$ cat src/rtl/gate_seq_pkg.sv
package gate_seq_pkg;
  typedef enum logic [1:0] {
    ST_OFF    = 2'd0,  // fully shut down, auxiliary blocks off
    ST_SETTLE = 2'd1,  // auxiliary up, waiting before gate enable
    ST_RUN    = 2'd2,  // gate driver active
    ST_LOWQ   = 2'd3   // enable low, timing quick versus full shutdown
  } seq_state_t;
endpackage

$ cat src/rtl/gate_seq_edge.sv
module gate_seq_edge (
  input  logic clk,
  input  logic rst,
  input  logic lvl_in,
  output logic rise
);
  logic lvl_q;

  // Reset value 1: a level already high at reset release is not an edge
  always_ff @(posedge clk) begin
    if (rst) lvl_q <= 1'b1;
    else     lvl_q <= lvl_in;
  end

  assign rise = lvl_in & ~lvl_q;
endmodule

$ cat src/rtl/gate_seq_cnt.sv
module gate_seq_cnt #(
  parameter int TERM = 4
) (
  input  logic clk,
  input  logic rst,
  input  logic run,
  output logic at_term
);
  localparam int CW = $clog2(TERM + 2);
  localparam logic [CW-1:0] TERM_V = CW'(TERM);

  logic [CW-1:0] cnt;

  // Counts cycles spent in the owning state; cleared whenever outside it
  always_ff @(posedge clk) begin
    if (rst || !run)    cnt <= '0;
    else if (!at_term)  cnt <= cnt + 1'b1;
  end

  assign at_term = run && (cnt == TERM_V);
endmodule

$ cat src/rtl/gate_seq_ovp.sv
module gate_seq_ovp (
  input  logic clk,
  input  logic rst,
  input  logic ovp_in,
  input  logic full_evt,
  output logic flag_nxt,
  output logic flag
);
  // Sticky: only a full shutdown with the condition gone releases it
  assign flag_nxt = ovp_in | (flag & ~full_evt);

  always_ff @(posedge clk) begin
    if (rst) flag <= 1'b0;
    else     flag <= flag_nxt;
  end
endmodule

$ cat src/rtl/gate_seq_ctrl.sv
module gate_seq_ctrl
  import gate_seq_pkg::*;
(
  input  logic       clk,
  input  logic       rst,
  input  logic       en_in,
  input  logic       en_rise,
  input  logic       cmd,
  input  logic       settle_done,
  input  logic       low_done,
  input  logic       ovp_nxt,
  output seq_state_t state,
  output logic       full_evt,
  output logic       drv_q,
  output logic       aux_q,
  output logic       rdy_q,
  output logic       clr_q
);
  seq_state_t nxt;
  logic       ev_clr;
  logic       cmd_ok;

  always_comb begin
    nxt      = state;
    ev_clr   = 1'b0;
    full_evt = 1'b0;
    unique case (state)
      ST_OFF: begin
        if (en_rise) begin
          nxt    = ST_SETTLE;
          ev_clr = 1'b1;
        end
      end
      ST_SETTLE: begin
        if (!en_in)           nxt = ST_LOWQ;
        else if (settle_done) nxt = ST_RUN;
      end
      ST_RUN: begin
        if (!en_in) nxt = ST_LOWQ;
      end
      ST_LOWQ: begin
        if (en_in) begin
          nxt    = ST_RUN;
          ev_clr = 1'b1;
        end else if (low_done) begin
          nxt      = ST_OFF;
          full_evt = 1'b1;
        end
      end
      default: nxt = ST_OFF;
    endcase
  end

  // Command only honoured while the interface is up now and stays up
  assign cmd_ok = cmd && (state != ST_OFF) && (nxt != ST_OFF);

  always_ff @(posedge clk) begin
    if (rst) begin
      state <= ST_OFF;
      drv_q <= 1'b0;
      aux_q <= 1'b0;
      rdy_q <= 1'b0;
      clr_q <= 1'b0;
    end else begin
      state <= nxt;
      drv_q <= (nxt == ST_RUN) && !ovp_nxt;
      aux_q <= (nxt != ST_OFF);
      rdy_q <= (nxt != ST_OFF);
      clr_q <= ev_clr | cmd_ok;
    end
  end
endmodule

$ cat src/rtl/gate_seq_top.sv
module gate_seq_top
  import gate_seq_pkg::*;
#(
  parameter int LOW_WIN_CYC = 500,  // clock frequency times the low-time window
  parameter int SETTLE_CYC  = 16
) (
  input  logic clk,
  input  logic rst,
  input  logic en_in,
  input  logic rst_gate_cmd,
  input  logic ovp_in,
  output logic drv_en,
  output logic aux_en,
  output logic spi_ready,
  output logic clr_pulse,
  output logic ovp_flag
);
  localparam int LOW_TERM    = LOW_WIN_CYC - 2;
  localparam int SETTLE_TERM = SETTLE_CYC - 1;

  seq_state_t state;
  logic en_rise, settle_done, low_done, full_evt, ovp_nxt;

  initial begin
    if (LOW_WIN_CYC < 2) $error("LOW_WIN_CYC must be at least 2");
    if (SETTLE_CYC < 1)  $error("SETTLE_CYC must be at least 1");
  end

  gate_seq_edge i_edge (
    .clk    (clk),
    .rst    (rst),
    .lvl_in (en_in),
    .rise   (en_rise)
  );

  gate_seq_cnt #(.TERM(SETTLE_TERM)) i_settle_cnt (
    .clk     (clk),
    .rst     (rst),
    .run     (state == ST_SETTLE),
    .at_term (settle_done)
  );

  gate_seq_cnt #(.TERM(LOW_TERM)) i_low_cnt (
    .clk     (clk),
    .rst     (rst),
    .run     (state == ST_LOWQ),
    .at_term (low_done)
  );

  gate_seq_ovp i_ovp (
    .clk      (clk),
    .rst      (rst),
    .ovp_in   (ovp_in),
    .full_evt (full_evt),
    .flag_nxt (ovp_nxt),
    .flag     (ovp_flag)
  );

  gate_seq_ctrl i_ctrl (
    .clk         (clk),
    .rst         (rst),
    .en_in       (en_in),
    .en_rise     (en_rise),
    .cmd         (rst_gate_cmd),
    .settle_done (settle_done),
    .low_done    (low_done),
    .ovp_nxt     (ovp_nxt),
    .state       (state),
    .full_evt    (full_evt),
    .drv_q       (drv_en),
    .aux_q       (aux_en),
    .rdy_q       (spi_ready),
    .clr_q       (clr_pulse)
  );
endmodule

$ cat config.mk
export PLATFORM = sky130hd
export DESIGN_NAME = gate_seq_top
export DESIGN_NICKNAME = d
export VERILOG_FILES = /design/src/rtl/gate_seq_pkg.sv /design/src/rtl/gate_seq_edge.sv /design/src/rtl/gate_seq_cnt.sv /design/src/rtl/gate_seq_ovp.sv /design/src/rtl/gate_seq_ctrl.sv /design/src/rtl/gate_seq_top.sv
export SDC_FILE = /design/constraint.sdc
export NUM_CORES = 1
export LEC_CHECK = 0
export CAP_MARGIN = 20
export CORE_MARGIN = 5
export CORE_UTILIZATION = 61
export DETAILED_ROUTE_END_ITERATION = 7
export DONT_BUFFER_PORTS = 1
export GPL_TIMING_DRIVEN = 0
export HOLD_SLACK_MARGIN = 0.06
export MAX_ROUTING_LAYER = met4
export PLACE_DENSITY_LB_ADDON = 0.3
export SKIP_LAST_GASP = 1
export SLEW_MARGIN = 30
export SYNTH_ARGS = -nofsm -noshare
export SYNTH_HDL_FRONTEND = slang
export SYNTH_HIERARCHICAL = 1
export SYNTH_SLANG_ARGS = --single-unit
$ cat constraint.sdc
create_clock -name clk -period 2.5 [get_ports clk]
set_input_delay 0.25 -clock clk [delete_from_list [all_inputs] [get_ports clk]]
set_output_delay 0.25 -clock clk [all_outputs]
set_load 0.05 [all_outputs]
Yosys cells after proc, flatten, opt, wreduce, memory -nomap -nowiden
Index checks and enable logic that the tools add are counted.
{ "totals": {"ff_bits": 21, "output_inout_bits": 5, "word_cells": 48} }
{ "op_classes": {"add_sub_neg": 2, "n_eq_ne": 6, "mux": 13, "bitwise": 6, "n_reduce_logical": 13} }
{ "op_table": {"columns": ["cell", "n"], "rows": [
  ["$mux 2", 6],
  ["$add 9x1->9 const B", 1],
  ["$eq 9x9->1 const B", 1],
  ["$pmux 2 s4", 1],
  ["$eq 2x2->1 const B", 3],
  ["$add 5x1->5 const B", 1],
  ["$eq 5x4->1 const B", 1],
  ["$logic_and 1x1->1", 5],
  ["$mux 1", 5],
  ["$reduce_bool 2->1", 2],
  ["$logic_not 1->1", 3],
  ["$and 1x1->1", 2],
  ["$eq 2x1->1 const B", 1],
  ["$logic_not 2->1", 1],
  ["$logic_or 1x1->1", 2],
  ["$not 1->1", 2],
  ["$or 1x1->1", 2],
  ["$pmux 1 s2", 1]
]} }

Logic depth before layout (Yosys ltp)
{ "depth": {"ltp_word": 10, "ltp_mapped": 9, "depth_no_buf": 8} }

Hierarchy
The synthesis kept the hierarchy.
{ "by_module_without_submodules": {"columns": ["module", "n_inst", "cells_per_inst", "area_per_inst_um2", "seq_area_each_um2"], "rows": [
  ["gate_seq_cnt at i_low_cnt", 1, 49, 431.7, 180.2],
  ["gate_seq_ctrl", 1, 41, 372.9, 100.1],
  ["gate_seq_cnt at i_settle_cnt", 1, 25, 255.2, 100.1],
  ["gate_seq_ovp", 1, 5, 50.0, 20.0],
  ["gate_seq_edge", 1, 3, 32.5, 20.0],
  ["gate_seq_top", 1, 2, 16.3, 0.0]
]} }

Least setup slack after synthesis
No wires, ideal clock.
{ "synth_timing": {"kind": "flip-flop to flip-flop", "startpoint": "reg i_settle_cnt.cnt[0]", "endpoint": "reg i_ctrl.clr_q", "setup_ns": 0.132, "t_arrival_ns": 1.787, "t_required_ns": 2.368, "path_slack_ns": 0.582, "stages_incl_launch_ff": 10, "period_less_slack_ns": 1.918, "path_cell_list": "dfxtp_1 > ha_1 > and3_1 > ha_1 > buf_6 > and2_1 > nor4b_2 > nor4_2 > o311ai_1 > nand3_1"} }
{ "synth_between": {"elab_chain_cells": 8} }
{ "synth_rtl": {"columns": ["element", "line_no", "rtl"], "rows": [
  ["from (decl)", "gate_seq_cnt.sv:12", "logic [CW-1:0] cnt;"],
  ["from (signal assigned)", "gate_seq_cnt.sv:17", "else if (!at_term) cnt <= cnt + 1'b1;"],
  ["$eq 5x4->1", "gate_seq_cnt.sv:20", "assign at_term = run && (cnt == TERM_V);"],
  ["$logic_and 1x1->1", "gate_seq_cnt.sv:20", null],
  ["net settle_done", "gate_seq_top.sv:22", "logic en_rise, settle_done, low_done, full_evt, ovp_nxt;"],
  ["$mux 2", "gate_seq_ctrl.sv:36", "else if (settle_done) nxt = ST_RUN;"],
  ["$mux 2", "gate_seq_ctrl.sv:35", "if (!en_in) nxt = ST_LOWQ;"],
  ["$pmux 2 s4", "gate_seq_ctrl.sv:27", "unique case (state)"],
  ["$reduce_bool 2->1", "gate_seq_ctrl.sv:55", "assign cmd_ok = cmd && (state != ST_OFF) && (nxt != ST_OFF);"],
  ["$logic_and 1x1->1", "gate_seq_ctrl.sv:55", null],
  ["$or 1x1->1", "gate_seq_ctrl.sv:69", "clr_q <= ev_clr | cmd_ok;"],
  ["to (signal assigned)", "gate_seq_ctrl.sv:69", null],
  ["to (decl)", "gate_seq_ctrl.sv:17", "output logic clr_q"]
]} }
The timed path passes the listed nets, and every way through them passes these cells.
A chain may end at the register's enable or synchronous reset.

Final worst setup path
Same ends and word-level chain as after synthesis.

==> results.json <==
{
  "syn2layout_area_growth_pct": 6.696,
  "fin_cells": 156,
  "htree_levels": 1,
  "crit_start": "i_settle_cnt/cnt[0]",
  "grt_pass1_vias": 896,
  "final_common_cell": "dfxtp_1",
  "synth-compound-area-share": 0.1091,
  "die-area_sq_um": 2871,
  "clk_pin_slew_ns": 0.11,
  "post-route-util": 0.7007,
  "synth-seq-cells": 21,
  "synthAdderAreaFrac": 0.09719,
  "grt_first_pass_wirelength_mm": 3.581,
  "cts_tree": "built",
  "critPathMaxFanout": 7,
  "synthCells": 125,
  "tns_ns": 0,
  "routed_wl_mm": 1.982,
  "slew_viol_final": 0,
  "synth-xor-area-share": 0.03780,
  "seq_area_sq_um": 420.4,
  "async_reset_ff_frac": 0,
  "placedCellCount": 150,
  "slowest_delay_ns": 0.37,
  "layout_common_cells": "dfxtp_1 (21), nor2_1 (15), ha_1 (9)",
  "yosys.cell_types.count": 46,
  "io_buffers": 0,
  "min_path_type": "in2reg",
  "p_per_area_nw_per_um2": 445.9,
  "synth-simple-area-share": 0.3294,
  "insertion_delay_ns": 0.30,
  "ant_nets": 0,
  "critical_path_buf_inv_count": 1,
  "hold_start": "ovp_in",
  "cts_max_path_buffers": 2,
  "overflow": 0,
  "max-vdd-ir-drop_mv": 0.3298,
  "status": "completed",
  "p_leak_nw": 0.5104,
  "holdWs_ns": 0.09127,
  "chipWidth_um": 53.58,
  "core_sq_um": 1764,
  "hold_path_depth": 2,
  "cts_setup_buffers": 0,
  "hold_viol_final": 0,
  "start_util": 0.6567,
  "fillCellCount": 149,
  "cpMostUsedCell": "ha_1",
  "syn-num-nets": 139,
  "worstPathRequired_ns": 2.68,
  "synth_edf_count": 0,
  "vias": 879,
  "max_freq_ghz": 0.4822,
  "ys_top_cells_by_area": "dfxtp_1 (36%), ha_1 (9.7%), nor2_1 (4.9%), a21oi_1 (3.5%), or3_1 (2.7%)",
  "fin_skew_ns": 0.007015,
  "place.gp.congestion": 0.8222,
  "worst_slack_ns": 0.4262,
  "r2r_setup_slack_ns": 0.43,
  "synthMuxAreaShare": 0.01836,
  "cts_root_buffer": "clkbuf_4",
  "endpoint": "i_ctrl/clr_q",
  "final_layout_size_suffix_gt1_frac": 0.1450,
  "path_cells": "ha_1 > and3_1 > ha_1 > buf_6 > and2_1 > nor4b_2 > nor4_2 > o311ai_1 > nand3_1",
  "ios": 10,
  "grt_max_degree": 12,
  "finalCriticalPeriod_ns": 2.074,
  "final_area_sq_um": 1236,
  "vias_per_cell": 5.635,
  "finalSetupViolations": 0,
  "multiInputGateArea_sq_um": 685.7,
  "floorplan.rows": 15,
  "initialDrtViolationCount": 24,
  "final_nets": 146,
  "r2r-start": "i_settle_cnt/cnt[0]",
  "netlist_area_sq_um": 1159,
  "slowest_stage": "dfxtp_1",
  "die_h_um": 53.58,
  "synth_top_family_by_area": "simple AND/OR/NAND/NOR gates",
  "drc": 0,
  "clkSinkCount": 21,
  "antenna_found_initial": 0,
  "crit_cells": 9,
  "setup.worst_path.end_class": "flip-flop",
  "diodes": 0,
  "firstDrtPassIters": 4,
  "syn_area_per_cell_sq_um": 9.269,
  "finalCritPeriodShare": 0.8295,
  "p_total_uw": 551.2,
  "cts_made_buffers": 3,
  "dp_slack_ns": 0.4544,
  "grt_usage": 0.1734,
  "synth_top_area_share": 0.3629,
  "path_class": "reg2reg",
  "tightest_slew_ns": 0.5688,
  "dp_hpwl_mm": 1.457,
  "synth_top_area_cell": "dfxtp_1",
  "crit_family": "simple AND/OR/NAND/NOR gates",
  "post_dp_cell_area_sq_um": 1190,
  "cap_viol_max_count": 0,
  "timing.rr.end": "i_ctrl/clr_q",
  "routedWlPerCell_um": 12.71,
  "seq_area_frac_synth": 0.3629,
  "yosys_warnings": 6,
  "rsz0062_at_grt": "false",
  "synthFlopType": "dfxtp_1",
  "arrival_ns": 2.25,
  "relSlewSlack": 0.6203,
  "start_kind": "flip-flop",
  "reg2regPathDepth": 9
}
-- power by group --
group | internal (mW) | switching (mW)
sequential | 0.340 | 0.0159
clock | 0.0620 | 0.0955
combinational | 0.0159 | 0.0219
-- flip-flops by register name (all words and copies together) (netlist names) --
register	cells
i_low_cnt/cnt	9
i_ctrl/state	2
i_edge/lvl_q	1
i_ctrl/rdy_q	1
i_ovp/flag	1
i_settle_cnt/cnt	5
i_ctrl/drv_q	1
i_ctrl/clr_q	1
-- metal layers --
metal | up-vias | global-route usage | wire length [um] | share of wire
met5 | - | - | 0 | 0
met4 | 0 | 0.05106 | 8 | 0.0040
met3 | 2 | 0.05817 | 126 | 0.064
met2 | 21 | 0.2776 | 908 | 0.46
met1 | 408 | 0.2065 | 939 | 0.47
li1 | 448 | - | - | -
-- cell families (layout without fill, tap and decap cells) --
| logic type | Yosys count | after routing |
|---|---|---|
| AO/OA/AOI/OAI | 21 | 21 |
| XOR/XNOR | 5 | 5 |
| adder cells (fa/ha/maj) | 9 | 9 |
| buffers and inverters | 11 | 17 |
| flip-flops | 21 | 21 |
| multiplexers | 2 | 2 |
| AND/OR/NAND/NOR | 56 | 56 |
-- cells in the mapped netlist, types with 2 or more instances --
cell,n
inv_1,8
xor2_1,3
o21ai_0,6
nor2_1,15
nand2b_1,3
nor3_2,3
nand4_1,2
a21oi_1,8
nor2b_1,2
nor4_2,2
or3_1,5
xnor2_1,2
dfxtp_1,21
ha_1,9
nand2_1,3
nand3_1,3
-- how the worst min path moves through the flow --
| stage | end |
|---|---|
| finish | i_ovp/flag |
| global route | i_ovp/flag |
| detailed placement | i_ovp/flag |
| global placement | i_ovp/flag |
| CTS | i_ovp/flag |
| floorplan | i_ovp/flag |
-- final cells by class --
cell class | instances | area share
plain buffers | 3 | 0.01822
clock buffers | 4 | 0.02125
inverters | 8 | 0.02429
multi-input cells | 93 | 0.5547
flip-flops and latches | 21 | 0.3401
well taps | 25 | 0.02530
repair buffers | 2 | 0.01619
-- timing repair --
action,in CTS,in global routing
resized for setup,0,0
hold endpoints to repair,4,0
hold buffers,2,0
No activity file was read; power rests on OpenSTA's default activity.
